==> src/rtl/alu8_pkg.sv <==
package alu8_pkg;
  localparam int OPC_W  = 5;
  localparam int NFLAGS = 5;
  localparam int FLG_C  = 0;
  localparam int FLG_DC = 1;
  localparam int FLG_Z  = 2;
  localparam int FLG_OV = 3;
  localparam int FLG_N  = 4;

  typedef enum logic [OPC_W-1:0] {
    OP_ADD  = 5'd0,  OP_ADDC = 5'd1,  OP_SUB  = 5'd2,  OP_SUBB = 5'd3,
    OP_INC  = 5'd4,  OP_DEC  = 5'd5,  OP_NEG  = 5'd6,  OP_COM  = 5'd7,
    OP_AND  = 5'd8,  OP_IOR  = 5'd9,  OP_XOR  = 5'd10, OP_RLC  = 5'd11,
    OP_RLN  = 5'd12, OP_RRC  = 5'd13, OP_RRN  = 5'd14, OP_SWAP = 5'd15,
    OP_DAW  = 5'd16
  } alu_op_e;

  // which flags an operation rewrites
  function automatic logic [NFLAGS-1:0] flag_mask(input alu_op_e op);
    logic [NFLAGS-1:0] m;
    m = '0;
    case (op)
      OP_ADD, OP_ADDC, OP_SUB, OP_SUBB, OP_INC, OP_DEC, OP_NEG:
        m = '1;
      OP_RLC, OP_RRC, OP_DAW: begin
        m[FLG_C] = 1'b1; m[FLG_Z] = 1'b1; m[FLG_N] = 1'b1;
      end
      OP_COM, OP_AND, OP_IOR, OP_XOR, OP_SWAP, OP_RLN, OP_RRN: begin
        m[FLG_Z] = 1'b1; m[FLG_N] = 1'b1;
      end
      default: m = '0;
    endcase
    return m;
  endfunction
endpackage

==> src/rtl/alu8_addsub.sv <==
module alu8_addsub #(
  parameter int DATA_W = 8
) (
  input  logic [DATA_W-1:0] a_in,
  input  logic [DATA_W-1:0] b_in,
  input  logic              c_in,
  output logic [DATA_W-1:0] sum,
  output logic              c_out,
  output logic              dc_out,
  output logic              ov_out
);
  localparam int HALF = DATA_W / 2;

  logic [DATA_W:0] full;
  logic [HALF:0]   low;

  always_comb begin
    full   = {1'b0, a_in} + {1'b0, b_in} + {{DATA_W{1'b0}}, c_in};
    low    = {1'b0, a_in[HALF-1:0]} + {1'b0, b_in[HALF-1:0]} + {{HALF{1'b0}}, c_in};
    sum    = full[DATA_W-1:0];
    c_out  = full[DATA_W];
    dc_out = low[HALF];
    ov_out = (a_in[DATA_W-1] == b_in[DATA_W-1]) && (full[DATA_W-1] != a_in[DATA_W-1]);
  end
endmodule

==> src/rtl/alu8_bitops.sv <==
module alu8_bitops import alu8_pkg::*; #(
  parameter int DATA_W = 8
) (
  input  alu_op_e           op,
  input  logic [DATA_W-1:0] w_in,
  input  logic [DATA_W-1:0] f_in,
  input  logic              c_in,
  output logic [DATA_W-1:0] res,
  output logic              c_out
);
  localparam int HALF = DATA_W / 2;

  always_comb begin
    res   = f_in;
    c_out = c_in;
    case (op)
      OP_COM:  res = ~f_in;
      OP_AND:  res = w_in & f_in;
      OP_IOR:  res = w_in | f_in;
      OP_XOR:  res = w_in ^ f_in;
      OP_SWAP: res = {f_in[HALF-1:0], f_in[DATA_W-1:HALF]};
      OP_RLN:  res = {f_in[DATA_W-2:0], f_in[DATA_W-1]};
      OP_RRN:  res = {f_in[0], f_in[DATA_W-1:1]};
      OP_RLC: begin
        res   = {f_in[DATA_W-2:0], c_in};
        c_out = f_in[DATA_W-1];
      end
      OP_RRC: begin
        res   = {c_in, f_in[DATA_W-1:1]};
        c_out = f_in[0];
      end
      default: begin
        res   = f_in;
        c_out = c_in;
      end
    endcase
  end
endmodule

==> src/rtl/alu8_decadj.sv <==
module alu8_decadj #(
  parameter int DATA_W = 8
) (
  input  logic [DATA_W-1:0] w_in,
  input  logic              c_in,
  input  logic              dc_in,
  output logic [DATA_W-1:0] res,
  output logic              c_out
);
  localparam int HALF = DATA_W / 2;
  localparam logic [DATA_W:0]   LO_FIX = (DATA_W+1)'(6);
  localparam logic [DATA_W-1:0] HI_FIX = DATA_W'(6) << HALF;

  logic            lo_corr;
  logic            hi_corr;
  logic [DATA_W:0] step1;

  always_comb begin
    lo_corr = (w_in[HALF-1:0] > HALF'(9)) || dc_in;
    step1   = {1'b0, w_in} + (lo_corr ? LO_FIX : '0);
    hi_corr = c_in || step1[DATA_W] || (step1[DATA_W-1:HALF] > (DATA_W-HALF)'(9));
    res     = step1[DATA_W-1:0] + (hi_corr ? HI_FIX : '0);
    c_out   = hi_corr;
  end
endmodule

==> src/rtl/acc_alu8.sv <==
module acc_alu8 import alu8_pkg::*; #(
  parameter int DATA_W = 8
) (
  input  logic              clk,
  input  logic              rst,
  input  logic              op_valid,
  input  logic [OPC_W-1:0]  op_code,
  input  logic              dest_sel,
  input  logic [DATA_W-1:0] w_opnd,
  input  logic [DATA_W-1:0] f_opnd,
  output logic [DATA_W-1:0] result,
  output logic              wr_work,
  output logic              wr_file,
  output logic [NFLAGS-1:0] status
);
  alu_op_e           op_e;
  logic              legal;
  logic              upd;
  logic [NFLAGS-1:0] mask;
  logic [NFLAGS-1:0] next_flags;

  logic [DATA_W-1:0] add_a, add_b, add_sum;
  logic              add_ci, add_c, add_dc, add_ov, is_arith;
  logic [DATA_W-1:0] bit_res, dec_res;
  logic              bit_c, dec_c;

  assign op_e  = alu_op_e'(op_code);
  assign legal = (int'(op_code) <= int'(OP_DAW));
  assign upd   = op_valid && legal;
  assign mask  = flag_mask(op_e);

  // operand steering for the shared adder
  always_comb begin
    add_a    = f_opnd;
    add_b    = w_opnd;
    add_ci   = 1'b0;
    is_arith = 1'b1;
    case (op_e)
      OP_ADD:  ;
      OP_ADDC: add_ci = status[FLG_C];
      OP_SUB:  begin add_b = ~w_opnd; add_ci = 1'b1; end
      OP_SUBB: begin add_b = ~w_opnd; add_ci = status[FLG_C]; end
      OP_INC:  begin add_b = '0; add_ci = 1'b1; end
      OP_DEC:  add_b = '1;
      OP_NEG:  begin add_a = '0; add_b = ~f_opnd; add_ci = 1'b1; end
      default: is_arith = 1'b0;
    endcase
  end

  alu8_addsub #(.DATA_W(DATA_W)) u_addsub (
    .a_in(add_a), .b_in(add_b), .c_in(add_ci),
    .sum(add_sum), .c_out(add_c), .dc_out(add_dc), .ov_out(add_ov)
  );

  alu8_bitops #(.DATA_W(DATA_W)) u_bitops (
    .op(op_e), .w_in(w_opnd), .f_in(f_opnd), .c_in(status[FLG_C]),
    .res(bit_res), .c_out(bit_c)
  );

  alu8_decadj #(.DATA_W(DATA_W)) u_decadj (
    .w_in(w_opnd), .c_in(status[FLG_C]), .dc_in(status[FLG_DC]),
    .res(dec_res), .c_out(dec_c)
  );

  always_comb begin
    if (is_arith)            result = add_sum;
    else if (op_e == OP_DAW) result = dec_res;
    else                     result = bit_res;
    next_flags         = status;
    next_flags[FLG_C]  = is_arith ? add_c : ((op_e == OP_DAW) ? dec_c : bit_c);
    next_flags[FLG_DC] = add_dc;
    next_flags[FLG_OV] = add_ov;
    next_flags[FLG_Z]  = (result == '0);
    next_flags[FLG_N]  = result[DATA_W-1];
  end

  assign wr_work = upd && (!dest_sel || op_e == OP_DAW);
  assign wr_file = upd && dest_sel && op_e != OP_DAW;

  // one register per flag, each with its own update enable
  for (genvar g = 0; g < NFLAGS; g++) begin : g_flag
    always_ff @(posedge clk) begin
      if (rst)                 status[g] <= 1'b0;
      else if (upd && mask[g]) status[g] <= next_flags[g];
    end
  end

  logic [DATA_W:0] chk_add9;
  assign chk_add9 = {1'b0, w_opnd} + {1'b0, f_opnd};

  p_reset_clear_r1: assert property (@(posedge clk) disable iff (rst)
    $past(rst) |-> status == '0);

  p_add_carry_r2: assert property (@(posedge clk) disable iff (rst)
    (op_valid && op_code == 5'(OP_ADD)) |=> status[FLG_C] == $past(chk_add9[DATA_W]));

  p_zero_flag_r5: assert property (@(posedge clk) disable iff (rst)
    upd |=> status[FLG_Z] == ($past(result) == '0));

  p_neg_flag_r5: assert property (@(posedge clk) disable iff (rst)
    upd |=> status[FLG_N] == $past(result[DATA_W-1]));

  p_logic_keeps_r8: assert property (@(posedge clk) disable iff (rst)
    (op_valid && (op_code == 5'(OP_AND) || op_code == 5'(OP_IOR) ||
                  op_code == 5'(OP_XOR) || op_code == 5'(OP_COM) ||
                  op_code == 5'(OP_SWAP)))
    |=> ($stable(status[FLG_C]) && $stable(status[FLG_DC]) && $stable(status[FLG_OV])));

  p_one_strobe_r10: assert property (@(posedge clk) disable iff (rst)
    $onehot0({wr_work, wr_file}) && ((wr_work || wr_file) == upd));

  p_idle_hold_r11: assert property (@(posedge clk) disable iff (rst)
    !upd |=> $stable(status));
endmodule

==> config.mk <==
export PLATFORM = sky130hd
export DESIGN_NAME = acc_alu8
export DESIGN_NICKNAME = d
export VERILOG_FILES = /design/src/rtl/alu8_pkg.sv /design/src/rtl/alu8_addsub.sv /design/src/rtl/alu8_bitops.sv /design/src/rtl/alu8_decadj.sv /design/src/rtl/acc_alu8.sv
export SDC_FILE = /design/constraint.sdc
export NUM_CORES = 1
export LEC_CHECK = 0
export ABC_AREA = 1
export BUFFER_PORTS_ARGS = -buffer_cell sky130_fd_sc_hd__buf_2
export CAP_MARGIN = 20
export CORE_MARGIN = 2
export CORE_UTILIZATION = 61
export DETAILED_ROUTE_END_ITERATION = 8
export PLACE_DENSITY = 0.95
export SLEW_MARGIN = 30
export SYNTH_ARGS = -nofsm -noshare
export SYNTH_HDL_FRONTEND = slang
export SYNTH_SLANG_ARGS = --single-unit
==> constraint.sdc <==
create_clock -name clk -period 6.4 [get_ports clk]
set_clock_uncertainty 0.15 [all_clocks]
set_input_delay 0.32 -clock clk [delete_from_list [all_inputs] [get_ports clk]]
set_output_delay 0.32 -clock clk [all_outputs]
set_load 0.05 [all_outputs]
-- After elaboration in Yosys (flattened, before gate mapping)
Index checks and enable logic that the tools add are counted.
Widths: inputs -> output; s select.
- mux-type cells: 14
- magnitude comparators: 3
- bitwise logic cells: 5
- reductions and logical operators: 23
- eq/ne operators: 19
- add/sub/neg operators: 6
- operator list (operator ; number):
    $pmux 8 s9 ; 1
    $eq 5x4->1 const B ; 8
    $pmux 8 s4 ; 1
    $mux 8 ; 3
    $eq 5x3->1 const B ; 4
    $reduce_or 17->1 ; 1
    $not 8->8 ; 2
    $eq 5x2->1 const B ; 2
    $reduce_or 10->1 ; 1
    $add 8x8->9 ; 1
    $add 8x9->9 ; 1
    $add 9x1->9 ; 1
    $add 8x8->8 ; 1
    $and 8x8->8 ; 1
    $gt 4x4->1 const B ; 2
    $logic_and 1x1->1 ; 8
    $logic_not 8->1 ; 1
    $or 8x8->8 ; 1
    $xor 8x8->8 ; 1
    $mux 7 ; 1
    $reduce_or 7->1 ; 1
    $add 4x4->5 ; 1
    $add 5x1->5 ; 1
    $eq 5x1->1 const B ; 1
    other kinds (15) ; 24
- flip-flop bits (word level): 5
- word-level logic and storage cells: 75
- bits of input ports: 25
- output and inout port bits: 15

-- Logic depth before layout (Yosys ltp)
- depth after elaboration: 11
- depth in mapped cells: 22
- depth with buffers taken out: 22

-- Hierarchy
A second synthesis with hierarchy kept.
- cell total of the unflattened synthesis: 491
- area, all modules: 2693.8 µm²
- modules (own cells, without submodules) (module ; seq. area each (µm²) ; instances ; cells an instance ; area an instance (µm²)):
    alu8_bitops ; 0.0 ; 1 ; 210 ; 1061.0
    acc_alu8 ; 100.1 ; 1 ; 183 ; 994.7
    alu8_addsub ; 0.0 ; 1 ; 56 ; 354.1
    alu8_decadj ; 0.0 ; 1 ; 42 ; 284.0

-- Least setup slack after synthesis
OpenSTA, ideal clock, no wires.
- path kind: input to output
- start point: input port w_opnd[3]
- end point: output port result[6]
- path slack: 2797 ps
- path buffers: 0
- arrival time: 3133 ps
- stages on the path: 15
- data required time: 5930 ps
- cell sequence: inv_1 o21bai_1 ha_1 fa_1 nand3_1 nor3_1 xor2_1 o21bai_1 o311ai_0 ha_1 fa_1 nand2_1 inv_1 nor2_2 nand2_1
- word-level cells in the longest chain between the ends: 10
- elaborated cells on any way between the ends: 15
- those cells by class: 4 x add/sub; 2 x order compare; 5 x mux; 1 x bitwise; 3 x reduce/logical
- RTL lines (what ; RTL line ; text):
    from (decl) ; acc_alu8.sv:9 ; input logic [DATA_W-1:0] w_opnd,
    $gt 4x4->1 ; alu8_decadj.sv:19 ; lo_corr = (w_in[HALF-1:0] > HALF'(9)) || dc_in;
    $logic_or 1x1->1 ; alu8_decadj.sv:19 ;
    $mux 3 ; alu8_decadj.sv:20 ; step1 = {1'b0, w_in} + (lo_corr ? LO_FIX : '0);
    $add 8x9->9 ; alu8_decadj.sv:20 ;
    $gt 4x4->1 / $logic_or 1x1->1 (equally long branches) ; alu8_decadj.sv:21 ; hi_corr = c_in || step1[DATA_W] || (step1[DATA_W-1:HALF] > (DATA_W-HALF)'(9));
    $logic_or 1x1->1 ; alu8_decadj.sv:21 ;
    $mux 7 ; alu8_decadj.sv:22 ; res = step1[DATA_W-1:0] + (hi_corr ? HI_FIX : '0);
    $add 8x8->8 ; alu8_decadj.sv:22 ;
    $mux 8 ; acc_alu8.sv:67 ; else if (op_e == OP_DAW) result = dec_res;
    $mux 8 * ; acc_alu8.sv:66 ; if (is_arith) result = add_sum;
    to (decl) ; acc_alu8.sv:11 ; output logic [DATA_W-1:0] result,
Every way passes the cells marked *; elsewhere a longest branch is shown, timed or not.

-- Worst setup path in the final report
- start point: input port w_opnd[3]
- end point: output port result[7]
Same word-level chain as after synthesis.

==> results.tsv <==
metric	value	unit
cell count after synthesis	414	
Synth area leaders	nand2_1 (17%), ha_1 (14%), nand3_1 (11%), inv_1 (10%), nor2_1 (9.3%)	
P&R area growth vs syn	11.2	%
final hold vios	0	
Slew headroom	0.419	
total gr overflow	0	
critical setup path kind	in -> out	
Yosys Warn Count	0	
# port buffers	39	
Via density	6.03	
first-pass GRT wire length	12600	um
Worst path slowest cell	fa_1	
CTS tree	built	
Final HPWL DP	6080	um
net count after synthesis	469	
die area	0.00427	mm2
DR pass1 iterations	5	
#FFs+latches synth	5	
post_cts resized	0	
CP max FO	5	
layout cells sized above 1	0.153	
routed length per instance	15.6	um
Main synth FF type	dfxtp_1	
Setup WS post-layout	2.17	ns
post-synth top area share	0.170	
met3 usage	0.0565	
max reg flops	5	
deepest clock path buffer count	2	
syn_area_per_cell	5.54	um2
power density over cell area	127	mW/mm2
num rows	22	
met1 usage	0.501	
Required @ worst endpoint	5.93	ns
register area share after synthesis	0.0436	
initial antenna violation count	0	
drt drc	0	
total track usage	0.378	
most flop-heavy register	status	
Yosys cell types	37	
pre-CTS worst setup slack	2.25	ns
Max-Cap Viols	0	
Post-synth top cells	nand2_1 (104), inv_1 (61), nor2_1 (57)	
routed via count	3008	
Max IR drop VDD	0.156	mV
most common cell in the netlist	nand2_1	
H-Tree Depth	1	
Die X-Extent	65.3	um
remaining antenna violation count after routing	0	
clk slew on worst S/H paths	0.04	ns
drt total wl	7800	um
crit path DAT	3.76	ns
Num CTS Buffers	3	
clock sink count	5	
crit path cell chain	buf_2 > inv_1 > o21bai_1 > ha_1 > fa_1 > nand3_1 > nor3_1 > xor2_1 > o21bai_1 > o311ai_0 > ha_1 > fa_1 > nor2_1 > nor2_1 > nand3b_1 > inv_1 > buf_2	
Worst setup EP type	primary output	
Post-synth EDFFs	0	
RSZ-0062 raised after global routing	false	
initial core utilization	0.631	
clock insertion delay at the later pin of the skew report	0.22	ns
Yosys top cell by area	nand2_1	
Vert. Die Dim	65.3	um
vias in the first global route	2752	
Worst setup SP type	input port	
Final nets	507	
Peak Freq	237	MHz
status	complete, no violations	
met2 Resource Use GR	0.599	
critical path's top delay family	adder cells	
setup TNS	0	ns
Design Power	0.000325	W
biggest regs	status x5	
Buf+Inv Stages, Crit Path	4	
Final period util	0.660	
final setup fails	0	
IO Pins	40	
pin count of the biggest net entering global routing	18	
busiest grt layer	met2	
pin slew with the least headroom to its limit	0.868	ns
hold crit path type	in -> reg	
# Post-CTS Setup Buffers	0	
Root Buffer	clkbuf_8	
final core utilization	0.702	
final instance area	0.00255	mm2
leakage power	1.45	nW
cts hold-fix bufs	0	
final slew viol count	0	
n_diodes	0	
Tmin final	4.23	ns
max incr delay on CP	0.39	ns
post-synthesis cell area	0.00229	mm2
Routability Congestion	1.00	
Placed Area	0.00251	mm2
fraction of registers with async set/reset	0	
Core ar.	0.00363	mm2
Iter 0 DRT Violations	340	
[routing by layer]
layer / vias to the layer above / wire [um]
li1: 1415 / -
met4: 0 / 346
met5: - / 0
met2: 210 / 3460
met1: 1342 / 3060
met3: 41 / 939
[metrics by stage]
stage                     hold slack, ns  instances
after floorplan                    0.232        414
after global placement             0.304        495
after detailed placement           0.304        495
after CTS                          0.157        499
after global routing               0.162        499
final                              0.160        499
[cell families (layout without fill, tap and decap cells)]
kind of cell,count (synthesis),in the layout,share of synthesized area
xor gates and xnor gates,7,7,0.0267
DFF,5,5,0.0436
adders and majority gates,30,30,0.177
and+or+nand+nor,235,235,0.457
AOI/OAI and AO/OA,62,62,0.164
buffers and inverters,75,112,0.131
[worst paths after layout]
kind | to | cells after the start | start | slack [ns]
setup reg to reg | status[2] | 17 | status[1] | 2.71
hold reg to reg | status[3] | 2 | status[3] | 0.32
setup / recovery | result[7] | 17 | w_opnd[3] | 2.17
hold / removal | status[2] | 2 | rst | 0.16
[worst reg2reg max path, delay by kind of cell (launching register included)]
kind | cells | cell delay [ns]
compound gates | 4 | 0.75
xor+xnor | 1 | 0.25
flops | 1 | 0.36
fa+ha+maj | 4 | 1.21
simple gates | 7 | 0.89
buf+inv | 1 | 0.06
[area by class of cell]
class | instances | area [um2]
fillers | 340 | 1080
inverters | 69 | 259
multi-input cells | 334 | 1890
repair buffers | 39 | 195
well taps | 48 | 60.1
clock buffers | 4 | 45.0
flip-flops and latches | 5 | 100
[where the power goes]
| part | switching, W | internal [W] | total [W] |
|---|---|---|---|
| clock network | 0.0000163 | 0.0000428 | 0.0000592 |
| registers | 0.00000127 | 0.0000329 | 0.0000342 |
| logic | 0.000164 | 0.0000671 | 0.000231 |
| total | 0.000182 | 0.000143 | 0.000325 |
[layout by cell type, fill, tap and decap left out, types with 2 or more instances in the layout]
cell type	count
inv_2	8
dfxtp_1	5
nand3_2	2
nand4_1	6
fa_1	4
xor2_1	7
o21ai_0	21
buf_2	39
a21o_1	2
nor2_2	4
nand2_1	104
nor3_1	3
nand3_1	49
o22ai_1	4
o21bai_1	2
ha_1	26
nor2_1	57
nor2_4	2
a21oi_1	22
inv_1	61
a32oi_1	3
nand2_2	4
clkbuf_8	3
Note: power is estimated with default switching activity, not from simulation.
